## src/rtl/fifo_irq_pkg.sv

```systemverilog
package fifo_irq_pkg;
  typedef enum logic [2:0] {
    SEL_TX_IRQ_THR = 3'd0,
    SEL_RX_IRQ_THR = 3'd1,
    SEL_TX_DMA_LVL = 3'd2,
    SEL_RX_DMA_LVL = 3'd3,
    SEL_IRQ_MASK   = 3'd4,
    SEL_DMA_EN     = 3'd5,
    SEL_IRQ_CLR    = 3'd6,
    SEL_NONE       = 3'd7
  } cfg_sel_e;

  localparam int NUM_THR = 4;
  localparam int NUM_IRQ = 5;
  localparam int NUM_ST  = 5;
  localparam int NUM_CLR = 4;

  localparam int ST_BUSY     = 0;
  localparam int ST_TX_FULL  = 1;
  localparam int ST_TX_EMPTY = 2;
  localparam int ST_RX_EMPTY = 3;
  localparam int ST_RX_FULL  = 4;

  localparam int IRQ_TX_EMPTY = 0;
  localparam int IRQ_TX_OVF   = 1;
  localparam int IRQ_RX_UDF   = 2;
  localparam int IRQ_RX_OVF   = 3;
  localparam int IRQ_RX_FULL  = 4;

  localparam int CLR_ALL    = 0;
  localparam int CLR_RX_UDF = 1;
  localparam int CLR_RX_OVF = 2;
  localparam int CLR_TX_OVF = 3;

  localparam int DMA_RX_EN = 0;
  localparam int DMA_TX_EN = 1;
endpackage

```

## src/rtl/fifo_irq_fifo.sv

```systemverilog
module fifo_irq_fifo #(
  parameter int DEPTH = 8,
  parameter int DW    = 16,
  localparam int LW   = $clog2(DEPTH + 1)
) (
  input  logic          clk_i,
  input  logic          rst_ni,
  input  logic          push_i,
  input  logic [DW-1:0] wdata_i,
  input  logic          pop_i,
  output logic [DW-1:0] rdata_o,
  output logic [LW-1:0] level_o,
  output logic          full_o,
  output logic          empty_o,
  output logic          push_drop_o,
  output logic          pop_miss_o
);
  localparam int AW = (DEPTH > 1) ? $clog2(DEPTH) : 1;

  logic [DW-1:0] mem_q [DEPTH];
  logic [AW-1:0] wptr_q, rptr_q;
  logic [LW-1:0] level_q;
  logic          push_ok, pop_ok;

  assign full_o      = (level_q == LW'(DEPTH));
  assign empty_o     = (level_q == '0);
  assign push_ok     = push_i && !full_o;
  assign pop_ok      = pop_i && !empty_o;
  assign push_drop_o = push_i && full_o;
  assign pop_miss_o  = pop_i && empty_o;
  assign level_o     = level_q;
  assign rdata_o     = empty_o ? '0 : mem_q[rptr_q];

  always_ff @(posedge clk_i) begin
    if (push_ok) mem_q[wptr_q] <= wdata_i;
  end

  always_ff @(posedge clk_i or negedge rst_ni) begin
    if (!rst_ni) begin
      wptr_q  <= '0;
      rptr_q  <= '0;
      level_q <= '0;
    end else begin
      if (push_ok) wptr_q <= (wptr_q == AW'(DEPTH - 1)) ? '0 : wptr_q + 1'b1;
      if (pop_ok)  rptr_q <= (rptr_q == AW'(DEPTH - 1)) ? '0 : rptr_q + 1'b1;
      case ({push_ok, pop_ok})
        2'b10:   level_q <= level_q + 1'b1;
        2'b01:   level_q <= level_q - 1'b1;
        default: level_q <= level_q;
      endcase
    end
  end

  a_r2_level_bound: assert property (@(posedge clk_i) disable iff (!rst_ni)
    level_q <= LW'(DEPTH));

  a_r4_drop_keeps_level: assert property (@(posedge clk_i) disable iff (!rst_ni)
    (push_i && full_o && !pop_i) |=> (level_o == $past(level_o)));

  a_r5_miss_stays_empty: assert property (@(posedge clk_i) disable iff (!rst_ni)
    (pop_i && empty_o && !push_i) |=> empty_o);

  a_r2_push_grows: assert property (@(posedge clk_i) disable iff (!rst_ni)
    (push_i && !full_o && !pop_i) |=> (level_o == $past(level_o) + 1'b1));
endmodule

```

## src/rtl/fifo_irq_cfg.sv

```systemverilog
module fifo_irq_cfg
  import fifo_irq_pkg::*;
#(
  parameter int DEPTH = 8,
  parameter int CW    = 8,
  localparam int TW   = (DEPTH > 1) ? $clog2(DEPTH) : 1
) (
  input  logic                       clk_i,
  input  logic                       rst_ni,
  input  logic                       we_i,
  input  logic [2:0]                 sel_i,
  input  logic [CW-1:0]              wdata_i,
  output logic [NUM_THR-1:0][TW-1:0] thr_o,
  output logic [NUM_IRQ-1:0]         mask_o,
  output logic [1:0]                 dma_en_o,
  output logic [NUM_CLR-1:0]         clr_o
);
  cfg_sel_e sel;
  logic     in_range;

  assign sel      = cfg_sel_e'(sel_i);
  assign in_range = (wdata_i < CW'(DEPTH));

  for (genvar g = 0; g < NUM_THR; g++) begin : g_thr
    logic [TW-1:0] q;
    always_ff @(posedge clk_i or negedge rst_ni) begin
      if (!rst_ni)                                     q <= '0;
      else if (we_i && sel_i == 3'(g) && in_range)     q <= wdata_i[TW-1:0];
    end
    assign thr_o[g] = q;
  end

  always_ff @(posedge clk_i or negedge rst_ni) begin
    if (!rst_ni) begin
      mask_o   <= '0;
      dma_en_o <= '0;
    end else if (we_i) begin
      if (sel == SEL_IRQ_MASK) mask_o   <= wdata_i[NUM_IRQ-1:0];
      if (sel == SEL_DMA_EN)   dma_en_o <= wdata_i[1:0];
    end
  end

  assign clr_o = (we_i && sel == SEL_IRQ_CLR) ? wdata_i[NUM_CLR-1:0] : '0;

  a_r6_reject_big: assert property (@(posedge clk_i) disable iff (!rst_ni)
    (we_i && sel_i == 3'(SEL_TX_IRQ_THR) && wdata_i >= CW'(DEPTH)) |=> $stable(thr_o[0]));

  a_r6_accept_small: assert property (@(posedge clk_i) disable iff (!rst_ni)
    (we_i && sel_i == 3'(SEL_RX_IRQ_THR) && wdata_i < CW'(DEPTH))
      |=> (CW'(thr_o[1]) == $past(wdata_i)));

  a_r12_unused_sel: assert property (@(posedge clk_i) disable iff (!rst_ni)
    (we_i && sel_i == 3'(SEL_NONE)) |=> ($stable(thr_o) && $stable(mask_o) && $stable(dma_en_o)));
endmodule

```

## src/rtl/fifo_irq_flags.sv

```systemverilog
module fifo_irq_flags
  import fifo_irq_pkg::*;
#(
  parameter int LW = 4,
  parameter int TW = 3
) (
  input  logic               clk_i,
  input  logic               rst_ni,
  input  logic [LW-1:0]      tx_level_i,
  input  logic [LW-1:0]      rx_level_i,
  input  logic [TW-1:0]      tx_thr_i,
  input  logic [TW-1:0]      rx_thr_i,
  input  logic               tx_ovf_set_i,
  input  logic               rx_udf_set_i,
  input  logic               rx_ovf_set_i,
  input  logic [NUM_CLR-1:0] clr_i,
  input  logic [NUM_IRQ-1:0] mask_i,
  output logic [NUM_IRQ-1:0] raw_o,
  output logic [NUM_IRQ-1:0] masked_o,
  output logic               irq_o
);
  localparam int NUM_STICKY = 3;

  logic [NUM_STICKY-1:0] set_v, clr_v, flag_q;

  // sticky order: tx overflow, rx underflow, rx overflow
  assign set_v = {rx_ovf_set_i, rx_udf_set_i, tx_ovf_set_i};
  assign clr_v = {clr_i[CLR_RX_OVF], clr_i[CLR_RX_UDF], clr_i[CLR_TX_OVF]}
               | {NUM_STICKY{clr_i[CLR_ALL]}};

  for (genvar i = 0; i < NUM_STICKY; i++) begin : g_sticky
    always_ff @(posedge clk_i or negedge rst_ni) begin
      if (!rst_ni) flag_q[i] <= 1'b0;
      else         flag_q[i] <= set_v[i] | (flag_q[i] & ~clr_v[i]);
    end

    a_r9_sticky_hold: assert property (@(posedge clk_i) disable iff (!rst_ni)
      (flag_q[i] && !clr_v[i]) |=> flag_q[i]);

    a_r9_set_wins: assert property (@(posedge clk_i) disable iff (!rst_ni)
      set_v[i] |=> flag_q[i]);
  end

  always_comb begin
    raw_o               = '0;
    raw_o[IRQ_TX_EMPTY] = (tx_level_i <= LW'(tx_thr_i));
    raw_o[IRQ_TX_OVF]   = flag_q[0];
    raw_o[IRQ_RX_UDF]   = flag_q[1];
    raw_o[IRQ_RX_OVF]   = flag_q[2];
    raw_o[IRQ_RX_FULL]  = (rx_level_i > LW'(rx_thr_i));
  end

  assign masked_o = raw_o & mask_i;
  assign irq_o    = |masked_o;

  a_r8_quiet_when_masked: assert property (@(posedge clk_i) disable iff (!rst_ni)
    (mask_i == '0) |-> !irq_o);

  a_r9_clear_all: assert property (@(posedge clk_i) disable iff (!rst_ni)
    (clr_i[CLR_ALL] && set_v == '0) |=> (flag_q == '0));
endmodule

```

## src/rtl/fifo_irq_dma_ctrl.sv

```systemverilog
module fifo_irq_dma_ctrl
  import fifo_irq_pkg::*;
#(
  parameter int DEPTH = 8,
  parameter int DW    = 16,
  parameter int CW    = 8,
  localparam int LW   = $clog2(DEPTH + 1),
  localparam int TW   = (DEPTH > 1) ? $clog2(DEPTH) : 1
) (
  input  logic          clk_i,
  input  logic          rst_ni,
  input  logic          tx_push_i,
  input  logic [DW-1:0] tx_wdata_i,
  input  logic          tx_pop_i,
  output logic [DW-1:0] tx_rdata_o,
  input  logic          rx_push_i,
  input  logic [DW-1:0] rx_wdata_i,
  input  logic          rx_pop_i,
  output logic [DW-1:0] rx_rdata_o,
  input  logic          engine_busy_i,
  input  logic          cfg_we_i,
  input  logic [2:0]    cfg_sel_i,
  input  logic [CW-1:0] cfg_wdata_i,
  output logic [LW-1:0] tx_level_o,
  output logic [LW-1:0] rx_level_o,
  output logic [4:0]    status_o,
  output logic [4:0]    raw_irq_o,
  output logic [4:0]    masked_irq_o,
  output logic          irq_o,
  output logic [TW-1:0] tx_irq_thr_o,
  output logic [TW-1:0] rx_irq_thr_o,
  output logic [TW-1:0] tx_dma_lvl_o,
  output logic [TW-1:0] rx_dma_lvl_o,
  output logic [4:0]    irq_mask_o,
  output logic [1:0]    dma_en_o,
  output logic          tx_dma_req_o,
  output logic          rx_dma_req_o
);
  logic tx_full, tx_empty, tx_drop, tx_miss;
  logic rx_full, rx_empty, rx_drop, rx_miss;
  logic [NUM_THR-1:0][TW-1:0] thr;
  logic [NUM_CLR-1:0]         clr;

  fifo_irq_fifo #(.DEPTH(DEPTH), .DW(DW)) u_tx_fifo (
    .clk_i, .rst_ni,
    .push_i(tx_push_i), .wdata_i(tx_wdata_i), .pop_i(tx_pop_i), .rdata_o(tx_rdata_o),
    .level_o(tx_level_o), .full_o(tx_full), .empty_o(tx_empty),
    .push_drop_o(tx_drop), .pop_miss_o(tx_miss)
  );

  fifo_irq_fifo #(.DEPTH(DEPTH), .DW(DW)) u_rx_fifo (
    .clk_i, .rst_ni,
    .push_i(rx_push_i), .wdata_i(rx_wdata_i), .pop_i(rx_pop_i), .rdata_o(rx_rdata_o),
    .level_o(rx_level_o), .full_o(rx_full), .empty_o(rx_empty),
    .push_drop_o(rx_drop), .pop_miss_o(rx_miss)
  );

  fifo_irq_cfg #(.DEPTH(DEPTH), .CW(CW)) u_cfg (
    .clk_i, .rst_ni,
    .we_i(cfg_we_i), .sel_i(cfg_sel_i), .wdata_i(cfg_wdata_i),
    .thr_o(thr), .mask_o(irq_mask_o), .dma_en_o(dma_en_o), .clr_o(clr)
  );

  assign tx_irq_thr_o = thr[SEL_TX_IRQ_THR];
  assign rx_irq_thr_o = thr[SEL_RX_IRQ_THR];
  assign tx_dma_lvl_o = thr[SEL_TX_DMA_LVL];
  assign rx_dma_lvl_o = thr[SEL_RX_DMA_LVL];

  fifo_irq_flags #(.LW(LW), .TW(TW)) u_flags (
    .clk_i, .rst_ni,
    .tx_level_i(tx_level_o), .rx_level_i(rx_level_o),
    .tx_thr_i(tx_irq_thr_o), .rx_thr_i(rx_irq_thr_o),
    .tx_ovf_set_i(tx_drop), .rx_udf_set_i(rx_miss), .rx_ovf_set_i(rx_drop),
    .clr_i(clr), .mask_i(irq_mask_o),
    .raw_o(raw_irq_o), .masked_o(masked_irq_o), .irq_o(irq_o)
  );

  // an engine-side miss on the tx queue is harmless: it reads zero, no flag
  logic unused_tx_miss;
  assign unused_tx_miss = tx_miss;

  always_comb begin
    status_o              = '0;
    status_o[ST_BUSY]     = engine_busy_i | ~tx_empty;
    status_o[ST_TX_FULL]  = tx_full;
    status_o[ST_TX_EMPTY] = tx_empty;
    status_o[ST_RX_EMPTY] = rx_empty;
    status_o[ST_RX_FULL]  = rx_full;
  end

  assign tx_dma_req_o = dma_en_o[DMA_TX_EN] && (tx_level_o <= LW'(tx_dma_lvl_o));
  assign rx_dma_req_o = dma_en_o[DMA_RX_EN] && (rx_level_o >  LW'(rx_dma_lvl_o));

  a_r3_tx_full_empty_excl: assert property (@(posedge clk_i) disable iff (!rst_ni)
    !(status_o[ST_TX_FULL] && status_o[ST_TX_EMPTY]));

  a_r10_tx_req_gated: assert property (@(posedge clk_i) disable iff (!rst_ni)
    tx_dma_req_o |-> dma_en_o[DMA_TX_EN]);

  a_r10_rx_req_gated: assert property (@(posedge clk_i) disable iff (!rst_ni)
    rx_dma_req_o |-> (dma_en_o[DMA_RX_EN] && !status_o[ST_RX_EMPTY]));

  a_r11_busy_with_data: assert property (@(posedge clk_i) disable iff (!rst_ni)
    !status_o[ST_TX_EMPTY] |-> status_o[ST_BUSY]);
endmodule

```

## config.mk

```make
export PLATFORM = sky130hd
export DESIGN_NAME = fifo_irq_dma_ctrl
export DESIGN_NICKNAME = d
export VERILOG_FILES = /design/src/rtl/fifo_irq_pkg.sv /design/src/rtl/fifo_irq_fifo.sv /design/src/rtl/fifo_irq_cfg.sv /design/src/rtl/fifo_irq_flags.sv /design/src/rtl/fifo_irq_dma_ctrl.sv
export SDC_FILE = /design/constraint.sdc
export NUM_CORES = 1
export LEC_CHECK = 0
export BUFFER_PORTS_ARGS = -buffer_cell sky130_fd_sc_hd__buf_2
export CAP_MARGIN = 40
export CORE_MARGIN = 2
export CORE_UTILIZATION = 35
export CTS_CLUSTER_SIZE = 12
export DETAILED_ROUTE_END_ITERATION = 12
export PLACE_DENSITY_LB_ADDON = 0.1
export RECOVER_POWER = 25
export SETUP_SLACK_MARGIN = 0.05
export SYNTH_ARGS = -nofsm -noshare
export SYNTH_HDL_FRONTEND = slang
export SYNTH_SLANG_ARGS = --single-unit
```

## constraint.sdc

```tcl
create_clock -name clk_i -period 3.05 [get_ports clk_i]
set_clock_uncertainty 0.1 [all_clocks]
set_input_delay 0.4575 -clock clk_i [delete_from_list [all_inputs] [get_ports clk_i]]
set_output_delay 0.4575 -clock clk_i [all_outputs]
set_load 0.02 [all_outputs]
```

==> impl_results.md, run 1 <==
- Cell Area, Synth: 12200 um^2
- Largest net degree at the start of global routing: 37
- CTS sink cnt: 298
- Worst Tran Pin Value: 0.809 ns
- Post-Route WL: 26.8 mm
- Syn Area/Cell: 19.0 um^2
- Vias: 6333
- Multi-input gate area: 3330 um^2
- Final Power: 14.3 mW
- Starting density of the core: 35.4%
- Crit path DAT: 2.22 ns
- Vias in the first global route: 6870
- Rel. slew slack: 45.6%
- Diode count: 0
- Io pins: 128
- GRT Total Usage: 15.0%
- Post-layout min period: 2.77 ns
- Ys Warns: 0
- Main synth FF type: edfxtp_1
- CTS tree: yes
- Crit share post-route: 91.0%
- Cell variety after synth: 43
- Final slew viol count: 0
- Die height: 191 um
- Post-synth EDFFs: 256
- Power per cell area: 983 nW/um^2
- Reg2reg setup slack: 0.47 ns
- Global-route wire length before repair: 40.8 mm
- Mux cell area share after synthesis: 17.1%
- CTS root buf: clkbuf_16
- Final #Nets: 880
- Synth Area in Compound Gates: 1.45%
- Synth Area in Simple Gates: 4.68%
- Unrepaired setup endpoints after global routing: false
- Lkg Pwr: 5.29 nW
- # port buffers: 127
- Setup ws final: 0.275 ns
- Setup tns final: 0 ns
- Nature of the critical path startpoint: register
- Die ar.: 36400 um^2
- # rows: 68
- CP max FO: 11
- Setup Fix Bufs, Post-CTS: 0
- Core area: 34500 um^2
- Cells after synthesis: 642
- DR WL/cell: 21.0 um
- H-Tree Depth: 2
- Detail Route Antenna Nets: 0
- Die Span X: 191 um
- Initial drt markers: 238
- FILL cells: 3114
- Post-Synth Adder-Cell Area: 2.66%
- Initial antenna violation count: 1
- Largest family of logic cells by synthesized area: multiplexers
- Clock Latency Late Sink: 0.49 ns
- CTS Buffer Depth: 3
- Final HPWL DP: 16.4 mm
- Worst EP required: 2.49 ns
- Setup Slack @ Placement: 0.467 ns
- Clock Pin Slew Worst Setup and Hold Paths: 0.06 ns
- Syn nets: 719
- Remaining DRCs: 0
- F_max: 0.360 GHz
- Critical path type: register to output port
- Sequential element share of the synthesized area: 71.6%
- Post-Synth XOR/XNOR Area: 0.861%
- Setup crit end kind: output port
- Async SR Flop Fraction: 14.1%
- First-pass iteration count of the detailed router: 4
- GRT overflow: 0
- Flops & latches, synth: 298
- Setup Viol. Count Final: 0
- Max cap viols: 0
- Via-per-instance ratio: 4.94
- Share of layout cells above drive strength 1: 34.5%
- Final Hold Fails: 0
- Final hold slack: 0.117 ns
- Status: finished, final reports clean
- RePlAce Congestion: 0.734
- Area grow syn2layout: 19.3%
- Worst min path class: input port to register
- CTS Buf Count: 34
- Worst VDD drop: 0.610 mV
- Register area: 8740 um^2
==> cell usage after synthesis (4+ instances only) <==
cell / n / area [um^2]
inv_1: 16 / 60.1
xor2_1: 10 / 87.6
o21ai_0: 8 / 40.0
ha_1: 26 / 325
nor3_1: 13 / 65.1
nor2b_1: 4 / 25.0
mux4_2: 64 / 1440
nand2_1: 9 / 33.8
nor2_1: 48 / 180
buf_2: 11 / 55.1
buf_4: 4 / 30.0
nand2b_1: 9 / 56.3
dfrtp_1: 42 / 1050
and2_1: 5 / 31.3
nand3b_1: 4 / 30.0
mux2i_1: 32 / 320
clkbuf_1: 14 / 52.6
edfxtp_1: 256 / 7690
mux2_2: 29 / 327
==> registers in the layout, summed over array words and instances (netlist names) <==
register	flops
u_cfg.dma_en_o	2
u_rx_fifo.rptr_q	3
u_cfg.g_thr.q	12
u_flags.raw_o	3
u_rx_fifo.level_o	4
u_tx_fifo.level_o	4
u_rx_fifo.mem_q	128
u_tx_fifo.rptr_q	3
u_rx_fifo.wptr_q	3
u_cfg.mask_o	5
u_tx_fifo.wptr_q	3
u_tx_fifo.mem_q	128
==> worst max-delay path, stage by stage, from the launching register on <==
cell and delay, ns:
dfrtp_2 0.46, buf_4 0.29, mux4_2 0.53, mux2i_1 0.22, nor2_1 0.06, buf_2 0.17
==> per-layer routing <==
layer | share of wire [%] | global-route usage [%]
met2 | 54 | 27.8
met5 | 0.048 | 0
met3 | 3.5 | 2.80
met4 | 2.2 | 4.32
met1 | 41 | 17.7
==> path summary, 6_finish.rpt <==
| check | start | endpoint | cells past startpoint |
|---|---|---|---|
| max | u_tx_fifo.rptr_q[0] | tx_rdata_o[8] | 5 |
| min | cfg_wdata_i[4] | u_cfg.mask_o[4] | 2 |
| max reg2reg | u_tx_fifo.level_o[1] | u_tx_fifo.level_o[2] | 10 |
| min reg2reg | u_flags.raw_o[1] | u_flags.raw_o[1] | 1 |
| max in group asynchronous | rst_ni | u_tx_fifo.rptr_q[0] | 3 |
| min in group asynchronous | rst_ni | u_cfg.g_thr[3].q[0] | 2 |
==> logic make-up after synthesis <==
group / Yosys count
buf+inv: 47
flops: 298
fa+ha+maj: 26
mux: 125
compound gates: 26
xor+xnor: 12
simple gates: 108
==> repair_timing <==
action | CTS | global route
hold buffers | 1 | 0
endpoints found under the hold margin | 6 | 0
endpoints found under the setup margin | 0 | 1
gates resized for setup | 0 | 4
==> through the flow <==
step	area [um^2]	cells	util (%)
6_report	14600	1281	42.3
5_1_grt	14600	1281	42.3
4_1_cts	14600	1281	42.3
3_5_place_dp	13600	1221	39.4
3_3_place_gp	13600	1221	39.4
2_1_floorplan	12200	642	-
==> power breakdown <==
group / internal, mW / leakage (nW) / switching, mW / total (mW)
registers: 5.16 / 2.84 / 0.444 / 5.60
logic: 2.16 / 1.96 / 2.89 / 5.05
clock network: 2.13 / 0.483 / 1.53 / 3.66
total: 9.45 / 5.29 / 4.86 / 14.3
==> cells in the final DEF, fill, tap and decap left out, drive strengths merged, types with 5 or more instances in the layout <==
cell	instances
and2	5
buf	131
clkbuf	65
clkinv	14
dfrtp	42
edfxtp	256
ha	26
inv	18
mux2	29
mux2i	32
mux4	64
nand2	9
nand2b	9
nor2	48
nor3	13
o21ai	8
xor2	10
==> area by class of cell <==
cell class | count | area share [%]
Sequential cell | 298 | 60.0
Multi-Input combinational cell | 297 | 22.8
Clock buffer | 41 | 6.02
Timing Repair Buffer | 156 | 5.93
Tap cell | 455 | 3.91
Clock inverter | 18 | 0.842
Inverter | 16 | 0.412
Note: power is estimated with default switching activity, not from simulation.
==> run 2: changes to the inputs <==
Settings changed: BUFFER_PORTS_ARGS -buffer_cell sky130_fd_sc_hd__buf_2 to -buffer_cell sky130_fd_sc_hd__buf_4.
==> run 2 against run 1 <==
Against the previous run: sequential share of layout area shrank 1.6 points; critical endpoint is now irq_o; count of clock-buffer cells in the layout grew 5; first-iteration DRC count grew 23%; final cell count grew 0.39%.
==> impl_results.md, run 2 (same netlist as run 1, synthesis figures left out) <==
- Detail Route Antenna Nets: 0
- Commonest non-fill, non-tap cell in the layout: edfxtp_1
- Lkg Pwr: 5.42 nW
- Final slew viol count: 0
- Via-per-instance ratio: 4.88
- Power per cell area: 999 nW/um^2
- CP max FO: 10
- Largest net degree at the start of global routing: 43
- Setup Viol. Count Final: 0
- Clock Pin Slew Worst Setup and Hold Paths: 0.06 ns
- CTS sink cnt: 298
- Core area: 34500 um^2
- Final Hold Fails: 0
- Worst min path class: input port to register
- Io pins: 128
- Global-route wire length before repair: 41.4 mm
- Final core utilization: 43.4%
- Cells after DPL: 1226
- First-pass iteration count of the detailed router: 4
- Top Registers: u_rx_fifo.mem_q (128), u_tx_fifo.mem_q (128), u_cfg.g_thr.q (12)
- CTS tree: yes
- Vias in the first global route: 7072
- Sequential power share: 37.8%
- GRT overflow: 0
- Combinational group share of total power: 36.3%
- Remaining DRCs: 0
- Critical path type: register to output port
- CTS Buf Count: 34
- Setup Slack @ Placement: 0.432 ns
- Setup Fix Bufs, Post-CTS: 0
- Vias: 6271
- Final hold slack: 0.0953 ns
- Area grow syn2layout: 22.5%
- GRT Total Usage: 15.2%
- Sw Share: 33.0%
- Most frequent cells in the layout: 256 x edfxtp_1, 127 x buf_4, 64 x mux4_2
- DR WL/cell: 21.1 um
- H-Tree Depth: 2
- RePlAce Congestion: 0.728
- Final Instance Count excl. Fillers: 1286
- Worst VDD drop: 0.567 mV
- Post-layout min period: 2.89 ns
- Die Span X: 191 um
- Switching Power: 4.93 mW
- Placed Area: 14000 um^2
- Final #Nets: 885
- Starting density of the core: 35.4%
- Setup crit end kind: output port
- Rel. slew slack: 54.0%
- F_max: 0.347 GHz
- Clock Latency Late Sink: 0.50 ns
- Int Pwr: 10.0 mW
- Final HPWL DP: 16.9 mm
- Die height: 191 um
- Worst Tran Pin Value: 0.685 ns
- # port buffers: 127
- Diode count: 0
- Share of layout cells above drive strength 1: 34.9%
- Clk pwr share: 25.9%
- Setup ws final: 0.165 ns
- FILL cells: 3106
- Status: finished, final reports clean
- Crit share post-route: 94.6%
- Setup tns final: 0 ns
- Nature of the critical path startpoint: register
- Worst EP required: 2.49 ns
- Design Area, Final: 15000 um^2
- CTS Buffer Depth: 3
- Initial drt markers: 292
- Reg2reg setup slack: 0.43 ns
- CTS root buf: clkbuf_16
- # rows: 68
- Max cap viols: 0
- Final Power: 14.9 mW
- Die ar.: 36400 um^2
- Initial antenna violation count: 1
- Unrepaired setup endpoints after global routing: false
- Crit path DAT: 2.33 ns
- Post-Route WL: 27.2 mm
## run 2: final timing paths
path | from | depth (start not counted) | end
max reg2reg | u_rx_fifo.level_o[1] | 10 | u_rx_fifo.level_o[2]
max | u_rx_fifo.level_o[1] | 6 | irq_o
min | rx_wdata_i[5] | 1 | u_rx_fifo.mem_q[4][5]
min in group asynchronous | rst_ni | 2 | u_cfg.g_thr[1].q[0]
min reg2reg | u_cfg.mask_o[3] | 1 | u_cfg.mask_o[3]
max in group asynchronous | rst_ni | 2 | u_tx_fifo.rptr_q[0]
## run 2: area by class of cell
cell class                 instances  area, um^2  area share, %
clock buffer                      46         937           6.27
clock inverter                    13         129          0.862
inverter                          16        60.1          0.402
multi-input combinational        297        3330           22.2
sequential                       298        8750           58.5
tap                              455         569           3.81
timing repair buffer             161        1180           7.92
## run 2: timing repair
item                       4_1_cts  5_1_grt
hold buffers                     1        0
hold endpoints to repair        42        0
resized for setup                2        2
pin swaps                        0        0
setup endpoints to repair        1       12
## run 2: per-layer routing
metal	share of wire [%]	routed length [um]	up-vias	track usage (%)
met5	0.026	7	-	0
met4	1.7	474	2	3.94
met3	3.2	876	35	2.67
met2	55	14900	100	28.9
met1	40	10900	3263	17.5
li1	-	-	2871	-
## run 2: power by group through the flow
stage | Sequential (mW) | Combinational, mW | Clock (mW)
after CTS | 5.65 | 5.59 | 4.00
after global routing | 5.73 | 5.89 | 4.17
final | 5.65 | 5.42 | 3.88
after global placement | 5.68 | 5.49 | 0
after floorplan | 5.61 | 3.46 | 0
after detailed placement | 5.73 | 5.56 | 0
## run 2: critical path: stages (launching register included)
cell and delay (ns):
dfrtp_1 0.58, ha_1 0.32, nor2b_1 0.14, nor3_1 0.13, o21bai_1 0.18, a211o_1 0.33, buf_4 0.16
